### src/rtl/tas_pkg.sv
package tas_pkg;
    localparam int unsigned NS_PER_SEC = 1_000_000_000;
    localparam int NS_W  = 30;
    localparam int SEC_W = 32;

    typedef struct packed {
        logic [SEC_W-1:0] sec;
        logic [NS_W-1:0]  ns;
    } ptp_time_t;

    typedef enum logic [2:0] {
        ST_OFF,
        ST_SEEK,
        ST_WAIT,
        ST_RUN,
        ST_TAIL
    } sched_st_e;
endpackage

### src/rtl/tas_time_add.sv
module tas_time_add
    import tas_pkg::*;
(
    input  ptp_time_t a,
    input  ptp_time_t b,
    output ptp_time_t sum
);
    logic [NS_W:0] ns_raw;
    logic          wrap;

    always_comb begin
        ns_raw  = {1'b0, a.ns} + {1'b0, b.ns};
        wrap    = ns_raw >= (NS_W+1)'(NS_PER_SEC);
        sum.sec = a.sec + b.sec + SEC_W'(wrap);
        sum.ns  = wrap ? NS_W'(ns_raw - (NS_W+1)'(NS_PER_SEC)) : ns_raw[NS_W-1:0];
    end
endmodule

### src/rtl/tas_gcl_mem.sv
module tas_gcl_mem #(
    parameter int DEPTH   = 64,
    parameter int ENTRY_W = 32,
    localparam int ADDR_W = $clog2(DEPTH)
) (
    input  logic               clk,
    input  logic               wr_en,
    input  logic [ADDR_W-1:0]  wr_addr,
    input  logic [ENTRY_W-1:0] wr_data,
    input  logic [ADDR_W-1:0]  rd_addr,
    output logic [ENTRY_W-1:0] rd_data
);
    logic [ENTRY_W-1:0] mem_q [DEPTH];

    always_ff @(posedge clk) begin
        if (wr_en) begin
            mem_q[wr_addr] <= wr_data;
        end
    end

    assign rd_data = mem_q[rd_addr];
endmodule

### src/rtl/tas_gate_sched.sv
module tas_gate_sched
    import tas_pkg::*;
#(
    parameter int IVL_W   = 24,
    parameter int DEPTH   = 64,
    parameter int ENTRY_W = 32,
    localparam int GATE_W = ENTRY_W - IVL_W,
    localparam int ADDR_W = $clog2(DEPTH),
    localparam int LEN_W  = ADDR_W + 1
) (
    input  logic               clk,
    input  logic               rst_n,
    input  logic               sched_en,
    input  logic               preempt_mode,
    input  logic [31:0]        now_sec,
    input  logic [29:0]        now_ns,
    input  logic [31:0]        base_sec,
    input  logic [29:0]        base_ns,
    input  logic [31:0]        cycle_sec,
    input  logic [29:0]        cycle_ns,
    input  logic [LEN_W-1:0]   list_len,
    input  logic               wr_en,
    input  logic [ADDR_W-1:0]  wr_addr,
    input  logic [ENTRY_W-1:0] wr_data,
    output logic [GATE_W-1:0]  gate_o,
    output logic               hold_o
);
    typedef struct packed {
        sched_st_e         st;
        ptp_time_t         start;
        ptp_time_t         ent_end;
        logic [ADDR_W-1:0] idx;
        logic [GATE_W-1:0] gates;
        logic              hold;
    } regs_t;

    regs_t r_d, r_q;

    ptp_time_t          now, base, cyc, cyc_next, load_base, load_end, ivl_t;
    logic [ADDR_W-1:0]  rd_idx;
    logic [ENTRY_W-1:0] rd_data;
    logic               cfg_ok, running, restart, load_first, expired, last;

    initial begin
        assert (IVL_W < NS_W && IVL_W > 0) else $error("IVL_W out of range");
    end

    assign now  = '{sec: now_sec,   ns: now_ns};
    assign base = '{sec: base_sec,  ns: base_ns};
    assign cyc  = '{sec: cycle_sec, ns: cycle_ns};

    tas_gcl_mem #(.DEPTH(DEPTH), .ENTRY_W(ENTRY_W)) u_mem (
        .clk     (clk),
        .wr_en   (wr_en),
        .wr_addr (wr_addr),
        .wr_data (wr_data),
        .rd_addr (rd_idx),
        .rd_data (rd_data)
    );

    // Period boundary: start of the current (or pending) cycle plus the period
    tas_time_add u_add_cyc (.a(r_q.start), .b(cyc), .sum(cyc_next));
    // End of the entry about to be loaded
    tas_time_add u_add_ivl (.a(load_base), .b(ivl_t), .sum(load_end));

    always_comb begin
        cfg_ok     = sched_en && (base != '0) && (cyc != '0) &&
                     (list_len != '0) && (list_len < LEN_W'(DEPTH));
        running    = (r_q.st == ST_RUN) || (r_q.st == ST_TAIL);
        restart    = running && (now >= cyc_next);
        load_first = ((r_q.st == ST_WAIT) && (now >= r_q.start)) || restart;
        load_base  = restart ? cyc_next :
                     ((r_q.st == ST_WAIT) ? r_q.start : r_q.ent_end);
        rd_idx     = load_first ? '0 : r_q.idx + ADDR_W'(1);
        ivl_t      = '{sec: '0, ns: NS_W'(rd_data[IVL_W-1:0])};
        expired    = now >= r_q.ent_end;
        last       = r_q.idx == ADDR_W'(list_len - LEN_W'(1));

        r_d = r_q;
        if (!cfg_ok) begin
            r_d.st = ST_OFF;
        end else begin
            unique case (r_q.st)
                ST_OFF: begin
                    r_d.st    = ST_SEEK;
                    r_d.start = base;
                end
                ST_SEEK: begin
                    if (now >= r_q.start) r_d.start = cyc_next;
                    else                  r_d.st    = ST_WAIT;
                end
                ST_WAIT, ST_RUN, ST_TAIL: begin
                    if (restart) r_d.start = cyc_next;
                    if (load_first || ((r_q.st == ST_RUN) && expired && !last)) begin
                        r_d.st      = ST_RUN;
                        r_d.idx     = rd_idx;
                        r_d.ent_end = load_end;
                        r_d.gates   = rd_data[ENTRY_W-1:IVL_W];
                    end else if ((r_q.st == ST_RUN) && expired && last) begin
                        r_d.st = ST_TAIL;
                    end
                end
                default: r_d.st = ST_OFF;
            endcase
        end

        if (!((r_d.st == ST_RUN) || (r_d.st == ST_TAIL))) begin
            r_d.gates = '1;
            r_d.hold  = 1'b0;
        end else begin
            r_d.hold  = preempt_mode & r_d.gates[0];
        end
    end

    always_ff @(posedge clk or negedge rst_n) begin
        if (!rst_n) begin
            r_q <= '{st: ST_OFF, start: '0, ent_end: '0, idx: '0, gates: '1, hold: 1'b0};
        end else begin
            r_q <= r_d;
        end
    end

    assign gate_o = r_q.gates;
    assign hold_o = r_q.hold;

    // a clock after the schedule is not armed, all gates are open
    assert_off_open_R2: assert property (@(posedge clk) disable iff (!rst_n)
        !$past(cfg_ok) |-> (gate_o == '1 && !hold_o));

    // a hold indication only follows a sampled preemption mode
    assert_hold_mode_R8: assert property (@(posedge clk) disable iff (!rst_n)
        hold_o |-> $past(preempt_mode));

    // the search for the first boundary only moves forward
    assert_seek_forward_R4: assert property (@(posedge clk) disable iff (!rst_n)
        (r_q.st == ST_SEEK && cfg_ok && now >= r_q.start) |=> (r_q.start > $past(r_q.start)));

    // an entry never ends before the cycle it belongs to began
    assert_entry_order_R5: assert property (@(posedge clk) disable iff (!rst_n)
        (r_q.st == ST_RUN) |-> (r_q.ent_end >= r_q.start));

    // in the tail of a cycle the gates do not move until a restart
    assert_tail_stable_R6: assert property (@(posedge clk) disable iff (!rst_n)
        (r_q.st == ST_TAIL && cfg_ok && !restart) |=> $stable(gate_o));

    // stored times stay normalised below one second of nanoseconds
    assert_ns_norm_R9: assert property (@(posedge clk) disable iff (!rst_n)
        (r_q.start.ns < NS_W'(NS_PER_SEC)) && (r_q.ent_end.ns < NS_W'(NS_PER_SEC)));
endmodule

### config.mk
export PLATFORM = sky130hd
export DESIGN_NAME = tas_gate_sched
export DESIGN_NICKNAME = d
export VERILOG_FILES = /design/src/rtl/tas_pkg.sv /design/src/rtl/tas_time_add.sv /design/src/rtl/tas_gcl_mem.sv /design/src/rtl/tas_gate_sched.sv
export SDC_FILE = /design/constraint.sdc
export NUM_CORES = 2
export LEC_CHECK = 0
export BUFFER_PORTS_ARGS = -buffer_cell sky130_fd_sc_hd__buf_2
export CORE_MARGIN = 4
export CORE_UTILIZATION = 50
export DETAILED_ROUTE_END_ITERATION = 16
export PLACE_DENSITY_LB_ADDON = 0.12
export SYNTH_ARGS = -nofsm -noshare
export SYNTH_HDL_FRONTEND = slang
export SYNTH_SLANG_ARGS = --single-unit
### constraint.sdc
create_clock -name clk -period 15.7 [get_ports clk]
set_input_delay 3.14 -clock clk [delete_from_list [all_inputs] [get_ports clk]]
set_output_delay 3.14 -clock clk [all_outputs]
set_load 0.01 [all_outputs]
==> impl_metrics.ini <==
[run_status]
status = finished with violations
violations = negative setup slack

[route]
firstDrtPassIters = 8
drt_iter0_drc = 10291
wirelength_um = 352800
via_per_inst = 6.392
ant_nets = 0
drc = 0
avgRoutedWirePerCell_um = 30.71
via_count = 73415

[place]
dpl_cell_area_um2 = 109300
numPortBuffers = 244
dp_slack_ns = -2.132
place_congestion = 0.9218
place_inst = 10944
hpwlAfterDp_um = 226700

[logic_synthesis]
synthesis.area_um2 = 98820
synth-edff-count = 2048
ys_seq_area_frac = 0.6584
syn_area_per_cell_um2 = 12.83
synth_top_cell_area_share = 0.6223
synth_common_cells = edfxtp_1, nand2_1, a21oi_1
synth-async-reset-ratio = 0.06484
synthCells = 7702
synth_cell_types = 108
ys_ff_latch = 2190
synth.most_common_cell = edfxtp_1
yosys-top-cells-area = edfxtp_1, nand2_1, ha_1, dfrtp_1, a21oi_1
syn-num-nets = 8218
ys_warn_count = 0
synth_largest_area_cell = edfxtp_1
synth_ff_type = edfxtp_1

[global_route]
track_usage = 0.3357
grt_pass1_wl_um = 498500
grt_overflow = 0
grt_max_degree = 99
grt_pass1_vias = 69739
antenna_found_initial = 25

[setup_path]
critical_path.slowest_cell = mux4_2
cpPeakStageDelay_ns = 0.54
crit_fanout = 7
cp.required_ns = 16.40
worst-setup-path-type = input pin to flip-flop
cp_data_arrival_time_ns = 17.00
cp-start-kind = input pin
endpoint_kind = flip-flop
r2r_setup_slack_ns = 1.26
crit_top_cell = buf_4
r2r_cells = 75

[cts]
cts.clk_slew.worst_paths_ns = 0.06
hold_buffers = 0
cts_tree = built
cts_max_level = 4
clockBufferDepth = 3
cts_root_buf = clkbuf_16
cts_buffers = 220
clk_latency_ns = 0.89
cts.sinks = 2190

[floorplan]
dieWidth_um = 452.6
num_rows = 162
die_h_um = 452.6
core_um2 = 195800
num_io_pins = 245
start_util = 0.5047
die_area_um2 = 204800

[layout]
nNetsFinal = 9180
areaGrowthSynthToFinish_pct = 20.31
postLayoutCoreUtil = 0.6072
final_cell_area_um2 = 118900
final_cells = 11486
drive_gt1_frac = 0.2182

[pwr]
powerDensity_nw_per_um2 = 167.6
peakVddDrop_mv = 0.1154
total_leakage_power_nw = 42.11
p_total_mw = 19.92

[sta]
finalHoldViolations = 0
hold_ws_ns = 0.4803
timing.final.ws_setup_ns = -0.6010
relSlewSlack = 0.1022
fmax_mhz = 61.35
min_period_ns = 16.30
drv_slew = 0
rsz0062_at_grt = yes
tightest_slew_ns = 1.347
setup_tns_ns = -8.702
finalSetupViolCount = 28
fin_crit_sh = 1.038
skew_ns = 0.09280

[worst_hold_path]
hold_path_depth = 2
hold_class = flip-flop to flip-flop

[run]
cap_violations = 0
flip-flops by register name, indices dropped and copies added (netlist names):
signal       flops
r_q            133
u_mem.mem_q   2048
hold_o           1
gate_o           8
routing by layer:
metal | global-route usage | vias to the layer above | part of all wire
li1 | - | 31685 | -
met4 | 0.1401 | 8 | 0.047
met5 | 0 | - | 0.00016
met2 | 0.5204 | 4519 | 0.45
met1 | 0.4672 | 36421 | 0.39
met3 | 0.06486 | 782 | 0.11
what timing repair did:
action,4_1_cts,5_1_grt
pin swaps,71,77
setup buffers,89,37
gates cloned,5,3
resized for setup,117,181
endpoints found under the setup margin,53,53
power by group:
group / total [mW] / internal (mW) / leakage, nW / switching [mW]
clock: 5.13 / 2.84 / 3.36 / 2.29
sequential: 6.67 / 6.52 / 20.2 / 0.153
combinational: 8.11 / 3.52 / 18.6 / 4.59
layout make-up:
cell class,instances,area (µm²)
multi-input combinational,4851,33240
clock buffer,282,5781
antenna,16,40.04
inverter,192,738.2
timing repair buffer,1209,9539
tap,2624,3283
fill,15384,76910
clock inverter,122,1201
sequential,2190,65070
layout by cell type (no fill, tap or decap), types with 134 or more instances in the layout:
cell type  synthesis  final
o21ai_0          350    316
edfxtp_1        2048   2048
a31oi_1          144    134
inv_1            189    186
a21oi_1          381    360
nand2_1         1136   1121
buf_2             26    242
nor2_1           374    300
nand3_1          173    164
ha_1             276    262
a211oi_1         204    193
buf_4              8    864
mux2i_1          182    182
clkbuf_16          0    226
logic make-up (layout without fill, tap and decap cells):
| group | after synthesis | in the layout | synth area share |
|---|---|---|---|
| adder cells (fa/ha/maj) | 280 | 280 | 0.03576 |
| other | 0 | 16 | 0 |
| buffers and inverters | 661 | 1805 | 0.02599 |
| AND/OR/NAND/NOR | 2232 | 2232 | 0.1016 |
| XOR/XNOR | 127 | 127 | 0.01133 |
| AO/OA/AOI/OAI | 1944 | 1944 | 0.1332 |
| flip-flops | 2190 | 2190 | 0.6584 |
| multiplexers | 268 | 268 | 0.03371 |
worst max-delay path, delay by kind of cell:
family                   cells  cell delay, ns
AO/OA/AOI/OAI               24            4.78
buffers and inverters       28            3.67
AND/OR/NAND/NOR             12            2.66
adder cells (fa/ha/maj)      7            1.43
multiplexers                 2            0.65
XOR/XNOR                     3            0.60
worst paths after layout:
check,startpoint,to
max,cycle_ns[0],r_q[75]
min,r_q[64],r_q[64]
max reg2reg,r_q[77],r_q[75]
min reg2reg,r_q[64],r_q[64]
max in group asynchronous,rst_n,r_q[97]
min in group asynchronous,rst_n,r_q[110]
Power figures use the tool's default switching activity.
